--- src/rtl/nest_irq_pkg.sv ---
package nest_irq_pkg;
  localparam int REG_W   = 32;
  localparam int VEC_W   = 5;
  localparam int VEC_LSB = 11;
  localparam int ACK_BIT = 0;
  localparam int VREG_W  = 16;

  typedef enum logic [1:0] {
    REG_PEND = 2'd0,
    REG_ENA  = 2'd1,
    REG_INSV = 2'd2,
    REG_VECT = 2'd3
  } reg_sel_e;
endpackage

--- src/rtl/irq_first_set.sv ---
// Lowest set index of a vector (index 0 = highest rank).
module irq_first_set #(
  parameter int N  = 31,
  parameter int IW = $clog2(N)
) (
  input  logic [N-1:0]  vec_i,
  output logic          found_o,
  output logic [IW-1:0] idx_o
);
  always_comb begin
    found_o = 1'b0;
    idx_o   = '0;
    for (int i = N - 1; i >= 0; i--) begin
      if (vec_i[i]) begin
        found_o = 1'b1;
        idx_o   = IW'(i);
      end
    end
  end
endmodule

--- src/rtl/irq_arbiter.sv ---
module irq_arbiter #(
  parameter int N  = 31,
  parameter int IW = $clog2(N)
) (
  input  logic [N-1:0]  pend_i,
  input  logic [N-1:0]  ena_i,
  input  logic [N-1:0]  insv_i,
  output logic          grant_o,
  output logic [IW-1:0] grant_idx_o
);
  logic          req_found, ceil_found;
  logic [IW-1:0] req_idx, ceil_idx;

  irq_first_set #(.N(N), .IW(IW)) u_req (
    .vec_i   (pend_i & ena_i),
    .found_o (req_found),
    .idx_o   (req_idx)
  );

  irq_first_set #(.N(N), .IW(IW)) u_ceil (
    .vec_i   (insv_i),
    .found_o (ceil_found),
    .idx_o   (ceil_idx)
  );

  // Pre-empt only above the highest in-service source.
  assign grant_o     = req_found && (!ceil_found || (req_idx < ceil_idx));
  assign grant_idx_o = req_idx;
endmodule

--- src/rtl/irq_src_regs.sv ---
module irq_src_regs #(
  parameter int N  = 31,
  parameter int IW = $clog2(N)
) (
  input  logic          clk_i,
  input  logic          rst_ni,
  input  logic [N-1:0]  src_i,
  input  logic [N-1:0]  pend_clr_i,
  input  logic          ena_we_i,
  input  logic [N-1:0]  ena_wd_i,
  input  logic [N-1:0]  insv_clr_i,
  input  logic          take_i,
  input  logic [IW-1:0] take_idx_i,
  output logic [N-1:0]  pend_o,
  output logic [N-1:0]  ena_o,
  output logic [N-1:0]  insv_o
);
  logic [N-1:0] pend_q, ena_q, insv_q;
  logic [N-1:0] take_oh;

  assign take_oh = take_i ? (N'(1) << take_idx_i) : '0;

  always_ff @(posedge clk_i or negedge rst_ni) begin
    if (!rst_ni) begin
      pend_q <= '0;
      ena_q  <= '0;
      insv_q <= '0;
    end else begin
      pend_q <= (pend_q & ~pend_clr_i & ~take_oh) | src_i;
      insv_q <= (insv_q & ~insv_clr_i) | take_oh;
      if (ena_we_i) ena_q <= ena_wd_i;
    end
  end

  assign pend_o = pend_q;
  assign ena_o  = ena_q;
  assign insv_o = insv_q;

  AST_SRC_SETS_PEND: assert property (@(posedge clk_i) disable iff (!rst_ni)
    (src_i != '0) |=> ((pend_q & $past(src_i)) == $past(src_i)));
  AST_INSV_ONE_NEW: assert property (@(posedge clk_i) disable iff (!rst_ni)
    $onehot0(insv_q & ~$past(insv_q)));
  AST_INSV_SET_BY_TAKE: assert property (@(posedge clk_i) disable iff (!rst_ni)
    ((insv_q & ~$past(insv_q)) != '0) |-> $past(take_i));
endmodule

--- src/rtl/nest_irq_ctrl.sv ---
module nest_irq_ctrl
  import nest_irq_pkg::*;
#(
  parameter int NUM_SRC = 31
) (
  input  logic               clk_i,
  input  logic               rst_ni,
  input  logic [NUM_SRC-1:0] src_i,
  input  logic               wr_en_i,
  input  logic [1:0]         addr_i,
  input  logic [REG_W-1:0]   wdata_i,
  output logic [REG_W-1:0]   rdata_o,
  output logic               irq_o
);
  localparam int IW = $clog2(NUM_SRC);

  logic [NUM_SRC-1:0] pend, ena, insv;
  logic [NUM_SRC-1:0] pend_clr, insv_clr;
  logic               ena_we, ack_wr;
  logic               grant, take;
  logic [IW-1:0]      grant_idx;
  logic               ack_q;
  logic [VEC_W-1:0]   vec_q;
  logic [VREG_W-1:0]  vreg;
  logic               unused_wdata;

  assign unused_wdata = ^wdata_i;

  assign ena_we   = wr_en_i && (addr_i == REG_ENA);
  assign pend_clr = (wr_en_i && addr_i == REG_PEND) ? wdata_i[NUM_SRC-1:0] : '0;
  assign insv_clr = (wr_en_i && addr_i == REG_INSV) ? wdata_i[NUM_SRC-1:0] : '0;
  assign ack_wr   = wr_en_i && (addr_i == REG_VECT) && wdata_i[ACK_BIT];

  irq_arbiter #(.N(NUM_SRC), .IW(IW)) u_arb (
    .pend_i      (pend),
    .ena_i       (ena),
    .insv_i      (insv),
    .grant_o     (grant),
    .grant_idx_o (grant_idx)
  );

  assign take = ack_q && grant;

  irq_src_regs #(.N(NUM_SRC), .IW(IW)) u_regs (
    .clk_i      (clk_i),
    .rst_ni     (rst_ni),
    .src_i      (src_i),
    .pend_clr_i (pend_clr),
    .ena_we_i   (ena_we),
    .ena_wd_i   (wdata_i[NUM_SRC-1:0]),
    .insv_clr_i (insv_clr),
    .take_i     (take),
    .take_idx_i (grant_idx),
    .pend_o     (pend),
    .ena_o      (ena),
    .insv_o     (insv)
  );

  always_ff @(posedge clk_i or negedge rst_ni) begin
    if (!rst_ni) begin
      ack_q <= 1'b0;
      vec_q <= '0;
    end else begin
      ack_q <= ack_wr && !ack_q;
      if (ack_q) vec_q <= grant ? (VEC_W'(grant_idx) + VEC_W'(1)) : '0;
    end
  end

  always_comb begin
    vreg                          = '0;
    vreg[VREG_W-1 -: VEC_W]       = vec_q;
    vreg[ACK_BIT]                 = ack_q;
  end

  always_comb begin
    unique case (reg_sel_e'(addr_i))
      REG_PEND: rdata_o = REG_W'(pend);
      REG_ENA:  rdata_o = REG_W'(ena);
      REG_INSV: rdata_o = REG_W'(insv);
      default:  rdata_o = REG_W'(vreg);
    endcase
  end

  assign irq_o = grant;

  AST_ACK_ONE_CYCLE: assert property (@(posedge clk_i) disable iff (!rst_ni)
    ack_q |=> !ack_q);
  AST_ERR_VECTOR: assert property (@(posedge clk_i) disable iff (!rst_ni)
    (ack_q && !irq_o) |=> (vec_q == '0));
  AST_VEC_HOLD: assert property (@(posedge clk_i) disable iff (!rst_ni)
    !ack_q |=> $stable(vec_q));
  AST_IRQ_HAS_SRC: assert property (@(posedge clk_i) disable iff (!rst_ni)
    irq_o |-> ((pend & ena) != '0));
  AST_IRQ_ENABLED_ONLY: assert property (@(posedge clk_i) disable iff (!rst_ni)
    (ena == '0) |-> !irq_o);
endmodule

--- config.mk ---
export PLATFORM = sky130hd
export DESIGN_NAME = nest_irq_ctrl
export DESIGN_NICKNAME = d
export VERILOG_FILES = /design/src/rtl/nest_irq_pkg.sv /design/src/rtl/irq_first_set.sv /design/src/rtl/irq_arbiter.sv /design/src/rtl/irq_src_regs.sv /design/src/rtl/nest_irq_ctrl.sv
export SDC_FILE = /design/constraint.sdc
export NUM_CORES = 1
export LEC_CHECK = 0
export BUFFER_PORTS_ARGS = -buffer_cell sky130_fd_sc_hd__buf_2
export CAP_MARGIN = 20
export CORE_UTILIZATION = 55
export CTS_CLUSTER_DIAMETER = 100
export DETAILED_ROUTE_END_ITERATION = 16
export GPL_TIMING_DRIVEN = 1
export PLACE_DENSITY = 0.8
export SKIP_CTS_REPAIR_TIMING = 1
export SLEW_MARGIN = 20
export SYNTH_ARGS = -nofsm -noshare
export SYNTH_HDL_FRONTEND = slang
export SYNTH_SLANG_ARGS = --single-unit
--- constraint.sdc ---
create_clock -name clk_i -period 5.7 [get_ports clk_i]
set_input_delay 0.285 -clock clk_i [delete_from_list [all_inputs] [get_ports clk_i]]
set_output_delay 0.285 -clock clk_i [all_outputs]
set_load 0.02 [all_outputs]
==> impl_metrics.toml <==
[placed_design]
port_buffers = 98
hpwl_um = 12600
gp_congestion = 0.941

[cells_and_area]
multi_input_area_um2 = 3340
final_nets = 830
drive_gt1_share_pct = 23.0
seq_area_um2 = 2480
areaGrowthSynthToFinish_pct = 12.7
final_util_pct = 64.9
antenna_cells = 0
final_common_cell = "nand2_1"
final_cell_mix = "164 x nand2_1, 99 x dfrtp_1, 97 x buf_2"
fillers = 892

[setup_path]
cp.required_ps = 5410
endpoint_kind = "primary output"
crit_family = "compound AO/OA/AOI/OAI gates"
slowest_stage = "inv_2"
cp_max_fo = 34
path_cells = "a222oi_1, nand3b_1, a21boi_0, o31a_1, o311a_2, ha_1, a21oi_1, o21ai_0, a2111oi_0, nand3_1, and3_4, inv_2, buf_2"
max_stage_delay_ps = 580
crit_buf_inv = 2
arrival_ps = 4650
critPathLaunchType = "flip-flop"
path_class = "reg2out"

[floorplan]
die_w_um = 107
rows = 37
io-pin-count = 101
fp.dieH_um = 107
dieArea_um2 = 11400
initial_core_util_pct = 57.6
coreArea_um2 = 10500

[logic_synthesis]
syn_inst = 678
async_flop_share_pct = 100
synthFlopType = "dfrtp_1"
netlist_area_um2 = 6020
synth_edf_count = 0
syn_avg_cell_area_um2 = 8.88
synth_top_area_share_pct = 41.1
ys_ff_latch = 99
ys_seq_area_share_pct = 41.1
synth.distinct_cells = 63
synthTopCellsByArea = "dfrtp_1 41%, nand2_1 10%, mux2_2 5.8%"
synth.yosys.warnings = 0
netlist.top_cell.by_area = "dfrtp_1"
syn-num-nets = 756

[route]
routedWlPerCell_um = 20.5
drt-initial-drc-count = 559
routed_wl_um = 18300
vias = 5806
first_pass_iters = 4
drc_errors = 0
drtAntennaViolNets = 0
vias_per_cell = 6.50

[cts]
cts_made_buffers = 9
htree_levels = 3
clock-sinks = 99
clockBufferDepth = 2
root_buffer = "clkbuf_8"
cts_tree = "built"
clock_latency_ps = 390
clk_pin_slew_ps = 100

[timing]
max_clock_freq_mhz = 203
worst_pin_slew_ps = 849
slew_headroom_pct = 43.3
min_period_ps = 4940
hold_violations = 0
tns_ps = 0
setup_viol = 0
fin_skew_ps = 13.8
final.period_utilization_pct = 86.6
rsz0062_at_grt = "no"
slew_violations = 0

[global_routing]
grt_pass1_wl_um = 29500
grt.overflow.total = 0
grt_pass1_vias = 5714
track_usage_pct = 34.0
grt_max_degree = 67
antenna_found_initial = 0

[pwr]
power_leakage_nw = 2.92
p_per_area_nw_per_um2 = 342
ir_drop_v = 0.000341

[min_path]
hp-class = "in2reg"

[run]
maxCapViolations = 0

[outcome]
status = "finished clean"
[registers in the layout, indices dropped and copies added, names as in the netlist]
register and cells:
ack_q 1, u_regs.ena_o 31, u_regs.insv_o 31, u_regs.pend_o 31, vec_q 5
[cell usage after synthesis, types with 11 or more instances]
master	number
inv_1	11
mux2i_1	25
a21oi_1	46
o21ai_0	35
o31ai_1	21
nand2_1	164
nand3_1	11
clkbuf_1	23
a41oi_1	21
mux2_2	31
dfrtp_1	99
nor2_1	39
nor3_1	13
a22oi_1	11
[final cells by class]
cell class                 count  area share [%]
multi-input combinational    526            49.1
sequential                    99            36.5
timing repair buffer         103            7.85
tap                          136            2.51
clock buffer                  10            2.03
clock inverter                 6            1.27
inverter                      13           0.719
[per-layer routing]
metal  up-vias  GRT usage [%]  share of wire [%]
met3        55           7.36                7.5
met5         -              0                  0
met2       294           54.9                 47
li1       2638              -                  -
met4         0           14.9                3.8
met1      2819           44.0                 41
[worst paths after layout]
path	from	endpoint	slack, ps	depth (start not counted)
setup reg to reg	u_regs.pend_o[29]	u_regs.pend_o[21]	1340	13
max in group asynchronous	rst_ni	u_regs.pend_o[25]	4120	3
hold reg to reg	u_regs.insv_o[30]	u_regs.insv_o[30]	550	2
min in group asynchronous	rst_ni	u_regs.pend_o[14]	380	2
hold / removal	src_i[30]	u_regs.pend_o[30]	80	2
setup / recovery	u_regs.pend_o[29]	irq_o	760	13
[per-stage QoR]
step	hold WS, ps	power [mW]	std cells	cell area [um2]	worst slack (ps)
3_5_place_dp	260	1.79	876	6550	1280
5_1_grt	65.0	2.43	893	6790	525
4_1_cts	-170	2.30	892	6770	850
2_1_floorplan	-10.6	1.55	678	6020	2250
3_3_place_gp	252	1.76	876	6540	1350
6_report	80.6	2.32	893	6790	764
[where the power goes]
group,leakage [nW],switching [mW],internal [mW],total [mW]
registers,1.16,0.0979,0.785,0.883
logic,1.65,0.632,0.287,0.919
clock network,0.113,0.260,0.259,0.519
[cell families (layout without fill, tap and decap cells)]
logic type                 count (synthesis)  count (layout)  share of synthesized area, %
and+or+nand+nor                          261             261                          18.6
AOI/OAI and AO/OA                        190             190                          21.8
DFF                                       99              99                          41.1
muxes                                     62              62                          12.2
buffers and inverters                     53             132                          3.82
adders and majority gates                 10              10                          2.08
xor gates and xnor gates                   2               2                         0.291
other                                      1               1                        0.0623
Note: power is estimated with default switching activity, not from simulation.
